<file path="src/rtl/ata_seq_pkg.sv">
// Shared definitions for the ATA word timing engine.
package ata_seq_pkg;
    // Phase of one word cycle on the drive side.
    typedef enum logic [1:0] {
        PH_IDLE    = 2'd0,
        PH_GRANT   = 2'd1,
        PH_ACTIVE  = 2'd2,
        PH_RECOVER = 2'd3
    } phase_e;
endpackage

</file>
<file path="src/rtl/ata_cycle_fsm.sv">
// Word cycle sequencer: steps idle -> (grant) -> active -> recover.
// Outputs both strobes, the DMA grant and the completion pulse as registers.
// It also makes the launch and capture enables for the data path.
// Assumes mode_dma stays static while a word is in flight and that
// sys_req, sys_write and sys_wdata are held until the completion pulse.
module ata_cycle_fsm
    import ata_seq_pkg::*;
#(
    parameter int CNT_W = 8
) (
    input  logic             clk,
    input  logic             rst_n,
    input  logic             mode_dma,
    input  logic [CNT_W-1:0] cfg_active,
    input  logic [CNT_W-1:0] cfg_recover,
    input  logic [CNT_W-1:0] cfg_sample,
    input  logic             sys_req,
    input  logic             sys_write,
    input  logic             dma_req,
    input  logic             drive_ready,
    output logic             rd_strobe_n,
    output logic             wr_strobe_n,
    output logic             grant_n,
    output logic             word_done,
    output logic             launch,
    output logic             capture
);
    phase_e           phase;
    logic [CNT_W-1:0] cnt;
    logic [CNT_W-1:0] last_act;
    logic [CNT_W-1:0] last_rec;
    logic             cur_write;
    logic             act_end;
    logic             rec_end;
    logic             start_pio;
    logic             start_dma;
    logic             chain;

    // Final count index of each phase; a zero count behaves as one.
    always_comb begin
        last_act = (cfg_active  == '0) ? '0 : cfg_active  - 1'b1;
        last_rec = (cfg_recover == '0) ? '0 : cfg_recover - 1'b1;
    end

    // Phase exit and start conditions.
    always_comb begin
        act_end   = (phase == PH_ACTIVE) && (cnt == last_act) && (mode_dma || drive_ready);
        rec_end   = (phase == PH_RECOVER) && (cnt == last_rec);
        start_pio = (phase == PH_IDLE) && !mode_dma && sys_req;
        start_dma = (phase == PH_IDLE) && mode_dma && sys_req && dma_req;
        chain     = rec_end && mode_dma && sys_req && dma_req;
        launch    = start_pio || (phase == PH_GRANT) || chain;
        capture   = (phase == PH_ACTIVE) && !cur_write && (cnt <= cfg_sample);
    end

    // Phase register, counter, strobes and grant.
    always_ff @(posedge clk) begin
        if (!rst_n) begin
            phase       <= PH_IDLE;
            cnt         <= '0;
            rd_strobe_n <= 1'b1;
            wr_strobe_n <= 1'b1;
            grant_n     <= 1'b1;
            word_done   <= 1'b0;
            cur_write   <= 1'b0;
        end else begin
            word_done <= act_end;
            case (phase)
                PH_IDLE: begin
                    if (start_dma) begin
                        phase   <= PH_GRANT;
                        grant_n <= 1'b0;
                    end
                end
                PH_GRANT: ;
                PH_ACTIVE: begin
                    if (act_end) begin
                        phase       <= PH_RECOVER;
                        cnt         <= '0;
                        rd_strobe_n <= 1'b1;
                        wr_strobe_n <= 1'b1;
                    end else if (cnt != last_act) begin
                        cnt <= cnt + 1'b1;
                    end
                end
                PH_RECOVER: begin
                    if (rec_end) begin
                        phase   <= PH_IDLE;
                        grant_n <= 1'b1;
                    end else begin
                        cnt <= cnt + 1'b1;
                    end
                end
                default: phase <= PH_IDLE;
            endcase
            if (launch) begin
                phase       <= PH_ACTIVE;
                cnt         <= '0;
                cur_write   <= sys_write;
                rd_strobe_n <= sys_write;
                wr_strobe_n <= !sys_write;
                if (chain) grant_n <= 1'b0;
            end
        end
    end


    ack_single_chk: assert property (@(posedge clk) disable iff (!rst_n)
        word_done |=> !word_done)
        else $error("completion pulse longer than one cycle");


    strobe_excl_chk: assert property (@(posedge clk) disable iff (!rst_n)
        rd_strobe_n || wr_strobe_n)
        else $error("both strobes active");
endmodule

</file>
<file path="src/rtl/ata_data_path.sv">
// Data path: launches write data on the edge that activates the write
// strobe and holds it until the next launch. It also captures read data
// while the sequencer's capture enable is high.
// Assumes launch and capture come from the cycle sequencer.
module ata_data_path #(
    parameter int DATA_W = 16
) (
    input  logic              clk,
    input  logic              rst_n,
    input  logic              launch,
    input  logic              sys_write,
    input  logic [DATA_W-1:0] sys_wdata,
    input  logic              capture,
    input  logic [DATA_W-1:0] dd_in,
    output logic [DATA_W-1:0] dd_out,
    output logic              dd_oe,
    output logic [DATA_W-1:0] rdata
);
    // Write word and bus enable, updated only when a word is launched.
    always_ff @(posedge clk) begin
        if (!rst_n) begin
            dd_out <= '0;
            dd_oe  <= 1'b0;
        end else if (launch) begin
            dd_oe <= sys_write;
            if (sys_write) dd_out <= sys_wdata;
        end
    end

    // Read word, refreshed each capture cycle; the last capture wins.
    always_ff @(posedge clk) begin
        if (!rst_n) rdata <= '0;
        else if (capture) rdata <= dd_in;
    end
endmodule

</file>
<file path="src/rtl/ata_xfer_timer.sv">
// Top of the ATA PIO / Multiword DMA word timing engine.
// Joins the cycle sequencer and the data path. All phase lengths come from
// the cfg_* counts, in clock cycles.
// Assumes mode_dma and cfg_* are static while a word is in flight.
module ata_xfer_timer #(
    parameter int CNT_W  = 8,
    parameter int DATA_W = 16
) (
    input  logic              clk,
    input  logic              rst_n,
    input  logic              mode_dma,
    input  logic [CNT_W-1:0]  cfg_active,
    input  logic [CNT_W-1:0]  cfg_recover,
    input  logic [CNT_W-1:0]  cfg_sample,
    input  logic              sys_req,
    input  logic              sys_write,
    input  logic [DATA_W-1:0] sys_wdata,
    output logic              sys_ack,
    output logic [DATA_W-1:0] sys_rdata,
    output logic              rd_strobe_n,
    output logic              wr_strobe_n,
    output logic [DATA_W-1:0] dd_out,
    output logic              dd_oe,
    input  logic [DATA_W-1:0] dd_in,
    input  logic              drive_ready,
    input  logic              dma_req,
    output logic              dma_grant_n
);
    logic launch;
    logic capture;

    ata_cycle_fsm #(.CNT_W(CNT_W)) u_fsm (
        .clk         (clk),
        .rst_n       (rst_n),
        .mode_dma    (mode_dma),
        .cfg_active  (cfg_active),
        .cfg_recover (cfg_recover),
        .cfg_sample  (cfg_sample),
        .sys_req     (sys_req),
        .sys_write   (sys_write),
        .dma_req     (dma_req),
        .drive_ready (drive_ready),
        .rd_strobe_n (rd_strobe_n),
        .wr_strobe_n (wr_strobe_n),
        .grant_n     (dma_grant_n),
        .word_done   (sys_ack),
        .launch      (launch),
        .capture     (capture)
    );

    ata_data_path #(.DATA_W(DATA_W)) u_data (
        .clk       (clk),
        .rst_n     (rst_n),
        .launch    (launch),
        .sys_write (sys_write),
        .sys_wdata (sys_wdata),
        .capture   (capture),
        .dd_in     (dd_in),
        .dd_out    (dd_out),
        .dd_oe     (dd_oe),
        .rdata     (sys_rdata)
    );


    wdata_hold_chk: assert property (@(posedge clk) disable iff (!rst_n)
        !$fell(wr_strobe_n) |-> $stable(dd_out))
        else $error("write data moved outside an active write edge");


    grant_lead_chk: assert property (@(posedge clk) disable iff (!rst_n)
        $fell(dma_grant_n) |=> ($fell(rd_strobe_n) || $fell(wr_strobe_n)))
        else $error("strobe did not follow grant by one clock");
endmodule

</file>
<file path="config.mk">
export PLATFORM = sky130hd
export DESIGN_NAME = ata_xfer_timer
export DESIGN_NICKNAME = d
export VERILOG_FILES = /design/src/rtl/ata_seq_pkg.sv /design/src/rtl/ata_cycle_fsm.sv /design/src/rtl/ata_data_path.sv /design/src/rtl/ata_xfer_timer.sv
export SDC_FILE = /design/constraint.sdc
export NUM_CORES = 1
export LEC_CHECK = 0
export ABC_AREA = 1
export ABC_CLOCK_PERIOD_IN_PS = 2240
export BUFFER_PORTS_ARGS = -buffer_cell sky130_fd_sc_hd__buf_2
export CAP_MARGIN = 20
export CORE_MARGIN = 2
export CORE_UTILIZATION = 52
export DETAILED_ROUTE_END_ITERATION = 6
export PLACE_DENSITY = 0.83
export SETUP_SLACK_MARGIN = 0.02
export SLEW_MARGIN = 20
export SYNTH_ARGS = -nofsm -noshare
export SYNTH_HDL_FRONTEND = slang
export SYNTH_HIERARCHICAL = 1
export SYNTH_SLANG_ARGS = --single-unit
</file>
<file path="constraint.sdc">
create_clock -name clk -period 2.24 [get_ports clk]
set_input_delay 0.112 -clock clk [delete_from_list [all_inputs] [get_ports clk]]
set_output_delay 0.112 -clock clk [all_outputs]
set_load 0.005 [all_outputs]
</file>
Word level (Yosys, flattened, before mapping)
Index checks and enable logic that the tools add are counted.
Storage, ports and cells
  bits in registers: 47
  input port bits: 63
  output and inout bits: 37
  word-level logic and storage cells: 82
Cells by class
  add/sub/neg operators: 3
  order comparisons: 1
  equality and inequality tests: 14
  mux-type cells: 20
  bitwise operators: 1
  reduce and logical (&&, ||, !) cells: 33
Operators by type and width (number)
  two-way mux 8 bit: 5
  equality test 8 bit: 2
  logical NOT 8 bit: 2
  one-hot mux 8 bit (2 select lines): 1
  subtractor 8 x 1 -> 8 bit (second input constant): 2
  logical AND 1 bit: 13
  inequality test 3 x 2 -> 1 bit (second input constant): 4
  adder 8 x 1 -> 8 bit (second input constant): 1
  less-or-equal comparator 8 bit: 1
  two-way mux 1 bit: 8
  two-way mux 2 bit: 4
  inequality test 8 bit: 1
  AND reduction 4 bit: 2
  inequality test 2 x 1 -> 1 bit (second input constant): 3
  one-hot mux 2 bit (3 select lines): 1
  nonzero test 2 bit: 3
  equality test 2 bit (second input constant): 2
  AND reduction 2 bit: 2
  nonzero test 4 bit: 1
  logical NOT 1 bit: 3
  logical OR 1 bit: 3
  AND reduction 3 bit: 1
  nonzero test 3 bit: 1
  equality test 2 x 1 -> 1 bit (second input constant): 1
  other kinds (5): 5

Logic depth before layout (Yosys ltp)
  word-level depth: 10
  mapped depth: 18
  mapped depth without buffers: 17

Cells and area by module
The synthesis kept the hierarchy.
Modules (own cells, without submodules)
  ata_cycle_fsm: instances 1, cells each 343, area an instance 1999.4 µm², seq. area each 300.3 µm²
  ata_data_path: instances 1, cells each 174, area an instance 1234.9 µm², seq. area each 660.6 µm²

Worst setup path after synthesis
No wires, ideal clock.
  path type: input to register
  start: input port cfg_recover[0]
  end: register u_data.dd_out[10]
  setup time: 0.113 ns
  arrival time: 1.786 ns
  required time: 2.127 ns
  setup slack: 0.342 ns
  stages: 16
  path through: inv_1 > ha_1 > nand2_2 > nor2_2 > nand2_2 > nand3_1 > nand2_1 > nor2_1 > nand2_1 > nor2_1 > nand4_1 > nand2_1 > nand2_2 > buf_2 > nor2_1 > nor2_1
Between the ends
  cells in the longest elaborated chain, start to end: 9
  elaborated cells on any way between the ends: 10
  classes of those cells: 1 x add/sub; 1 x eq/ne; 1 x mux; 7 x reduce/logical
Ends and longest elaborated chain
  from (decl): RTL line ata_xfer_timer.sv:13  | input logic [CNT_W-1:0] cfg_recover,
  subtractor 8 x 1 -> 8 bit or logical NOT 8 bit (tied branches): RTL line ata_cycle_fsm.sv:42  | last_rec = (cfg_recover == '0) ? '0 : cfg_recover - 1'b1;
  two-way mux 8 bit (*): RTL line ata_cycle_fsm.sv:42
  equality test 8 bit (*): RTL line ata_cycle_fsm.sv:48  | rec_end = (phase == PH_RECOVER) && (cnt == last_rec);
  logical AND 1 bit (*): RTL line ata_cycle_fsm.sv:48
  logical AND 1 bit (*) (3 in series): RTL line ata_cycle_fsm.sv:51  | chain = rec_end && mode_dma && sys_req && dma_req;
  logical OR 1 bit (*): RTL line ata_cycle_fsm.sv:52  | launch = start_pio || (phase == PH_GRANT) || chain;
  net launch: RTL line ata_xfer_timer.sv:29  | logic launch;
  AND reduction 2 bit (no line) (*)
  to (signal assigned): RTL line ata_data_path.sv:26  | if (sys_write) dd_out <= sys_wdata;
  to (decl): RTL line ata_data_path.sv:15  | output logic [DATA_W-1:0] dd_out,
Mark *: on every way through the listed nets, which the timed path passes. The rest lies on a longest branch.
A chain may end at the register's enable or synchronous reset.

Final worst setup path
  start: register u_fsm.cnt[1]
  end: register u_data.rdata[14]
Between the ends
  cells in the longest elaborated chain, start to end: 2
Ends and longest elaborated chain
  from (decl): RTL line ata_cycle_fsm.sv:29  | logic [CNT_W-1:0] cnt;
  from (signal assigned): RTL line ata_cycle_fsm.sv:83  | cnt <= cnt + 1'b1;
  from (signal assigned): RTL line ata_cycle_fsm.sv:91  | cnt <= cnt + 1'b1;
  less-or-equal comparator 8 bit: RTL line ata_cycle_fsm.sv:53  | capture = (phase == PH_ACTIVE) && !cur_write && (cnt <= cfg_sample);
  logical AND 1 bit: RTL line ata_cycle_fsm.sv:53
  net capture: RTL line ata_xfer_timer.sv:30  | logic capture;
  to (signal assigned): RTL line ata_data_path.sv:33  | else if (capture) rdata <= dd_in;
  to (decl): RTL line ata_data_path.sv:17  | output logic [DATA_W-1:0] rdata
The timed path passes the listed nets, and every way through them passes these cells.

==> impl_metrics.toml <==
[finish]
fill_cells = 545
final_nets = 707
ff_latch_area_um2 = 960.9
antenna_cells = 0
multi_input_area_mm2 = 0.001934
syn2layout_area_growth_pct = 23.13
final_cells = 702
drive_gt1_share_pct = 26.00
design_area_mm2 = 0.003983

[clocking]
clock_path_buffers = 2
clock_sinks = 48
path_clk_slew_ps = 90
postCtsHoldBufs = 0
htreeDepth = 2
cts_buffers = 5
root_buffer = "clkbuf_8"
clock_latency_ps = 300
cts_tree = "built"

[outcome]
status = "completed"

[floorplanning]
die-area_mm2 = 0.006867
ioPinCount = 100
start_util_pct = 54.31
fp-row-count = 28
core_area_mm2 = 0.005956
fp.dieW_um = 82.87
dieHeight_um = 82.87

[synth]
synthArstFlopShare_pct = 0
avgSynthCellArea_um2 = 6.256
synth-edff-count = 0
synthCells = 517
synth_common_cells = "nand2_1, nor2_1, inv_1, dfxtp_1, nand3_1"
synth_top_cell_by_area = "dfxtp_1"
yosysSeqAreaShare_pct = 29.71
netlist_area_mm2 = 0.003234
synth.most_common_cell = "nand2_1"
syn_nets = 598
ys_types = 34
ys_warn_count = 6
synth.ff_latch_count = 48
synthDominantCellAreaShare_pct = 29.71
synthTopCellsByArea = "dfxtp_1, nand2_1, nor2_1, inv_1, ha_1"
synth_flop_cell = "dfxtp_1"

[global_routing]
track_usage_pct = 24.14
grt_pass1_vias = 3271
grt_start_max_net_pins = 38
grt_pass1_wl_um = 14080
grt_overflow = 0
antenna_found_initial = 0

[critical_path]
r2r_end = "u_data/rdata[14]"
path_depth = 11
crit_path_cell_trace = "ha_1 -> inv_1 -> nor2_1 -> nor2_1 -> o21a_1 -> o221a_2 -> o21ai_0 -> nor2_4 -> inv_4 -> nor2_1 -> nor2_1"
crit_path_end_kind = "flop"
worstReg2RegStart = "u_fsm/cnt[1]"
setup.worst_path.start_class = "flop"
critPathRequiredTime_ps = 2480
timing.critical_path.buf_inv = 2
worstSetupPathType = "reg -> reg"
reg2reg_depth = 11
crit_path_max_incr_delay_ps = 330
cp_slowest_cell = "dfxtp_1"
cp_max_fo = 17
path_common_cell = "nor2_1"
reg2reg_slack_ps = 240
path_delay_family = "compound AO/OA/AOI/OAI gates"
arrival_ps = 2240

[placement]
portBuffers = 99
dp_hpwl_um = 6600
placed_cells = 694
place_area_mm2 = 0.003869
routabilityCongestion = 0.9400

[drt]
drt-initial-drc-count = 215
ant_nets = 0
drt_pass1_iterations = 4
via_count = 3538
viasPerCell = 5.040
drc = 0
drt_wl_total_um = 8274
drt-wirelength-per-cell_um = 11.79

[sta]
tightest_slew_ps = 603.6
hold_viol = 0
slew_viol_final = 0
setup_viol = 0
post-route-min-period_ps = 2001
rsz0062_at_grt = "no"
clock.fmax_ghz = 0.4998
maxSlewHeadroom_pct = 59.76
skew_ps = 5.330
finalCritPeriodShare_pct = 89.32

[worst_hold_path]
hp-class = "in -> reg"
whs_path_depth = 3
hold_end = "u_data/dd_out[4]"
hp-start = "sys_wdata[4]"

[pwr]
switching_share_pct = 40.10
pwr-share-comb_pct = 45.5
p_sw_w = 0.001291
p_seq_share_pct = 37.5
vdd_drop_max_v = 0.0006247
powerDensity_mw_per_mm2 = 808.4
pwr-share-clk_pct = 17.0
power.internal_w = 0.001929
p_leak_nw = 2.264

[job]
drv_cap = 0
==> area by class of cell <==
type / count / share of cell area (%)
clock buffers: 6 / 2.074
flip-flops and latches: 48 / 24.13
repair buffers: 112 / 15.21
multi-input cells: 382 / 48.57
well taps: 75 / 2.356
clock inverters: 2 / 0.3456
inverters: 77 / 7.320
==> state kept, by name, indices dropped and copies added, names as in the netlist <==
register           count
u_data/dd_out         16
u_data/rdata          16
u_fsm/cur_write        1
u_fsm/wr_strobe_n      1
u_fsm/grant_n          1
u_fsm/cnt              8
u_fsm/rd_strobe_n      1
u_fsm/phase            2
u_fsm/word_done        1
u_data/dd_oe           1
==> through the flow <==
| step | setup TNS [ps] | hold WS [ps] | setup WS, ps | utilization, % | total power (W) |
|---|---|---|---|---|---|
| floorplan | 0 | 182.0 | 341.6 | - | 0.002152 |
| global placement | -1902 | 331.9 | -121.5 | 64.96 | 0.002615 |
| detailed placement | -4488 | 339.2 | -301.7 | 64.96 | 0.002662 |
| CTS | 0 | 24.74 | 25.25 | 66.62 | 0.003219 |
| global route | 0 | 19.02 | 31.54 | 66.87 | 0.003514 |
| finish | 0 | 25.08 | 239.2 | 66.87 | 0.003219 |
==> worst register-to-register path: stages, from the launching register on <==
cell	delay, ps
dfxtp_1	330
ha_1	280
inv_1	40
nor2_1	90
nor2_1	50
o21a_1	160
o221a_2	220
o21ai_0	290
nor2_4	140
inv_4	180
nor2_1	70
nor2_1	100
==> layer usage <==
metal	track usage, %	wire length [um]
met5	0	0
met4	8.942	231
met3	4.771	585
met2	39.44	3805
met1	31.54	3651
==> cell usage in the layout (no fill, tap or decap), drive strengths merged, types with 2 or more instances in the layout <==
master and n:
nand2 138, nor2 118, buf 112, inv 78, dfxtp 48, nand3 42, o21ai 29, ha 18
nand4 15, a21oi 8, clkbuf 6, nor3 3, xor2 2
==> power by group through the flow <==
stage	clock network (W)	registers [W]	logic [W]
6_report	0.000549	0.00121	0.00146
5_1_grt	0.000605	0.00123	0.00168
4_1_cts	0.000561	0.00120	0.00145
3_5_place_dp	0	0.00121	0.00145
3_3_place_gp	0	0.00121	0.00140
2_1_floorplan	0	0.00124	0.000915
==> worst max-delay path by stage <==
stage                   start                 to  slack, ps
2_1_floorplan  cfg_recover[0]  u_data/dd_out[10]        340
3_3_place_gp     u_fsm/cnt[7]    u_data/rdata[3]       -120
3_5_place_dp     u_fsm/cnt[1]   u_data/rdata[14]       -300
4_1_cts          u_fsm/cnt[1]   u_data/rdata[14]         30
5_1_grt          u_fsm/cnt[7]    u_data/rdata[8]         30
6_report         u_fsm/cnt[1]   u_data/rdata[14]        240
==> kinds of logic after synthesis <==
family | Yosys count | share of synthesized area [%]
XOR/XNOR | 2 | 0.5417
buffers and inverters | 87 | 10.95
AO/OA/AOI/OAI | 44 | 8.125
adder cells (fa/ha/maj) | 18 | 6.963
AND/OR/NAND/NOR | 318 | 43.71
flip-flops | 48 | 29.71
==> repair_timing <==
action,CTS,global route
pin swaps,0,1
buffers inserted,0,0
gates resized for setup,1,6
gates cloned,0,0
endpoints found under the setup margin,16,32
Note: power is estimated with default switching activity, not from simulation.
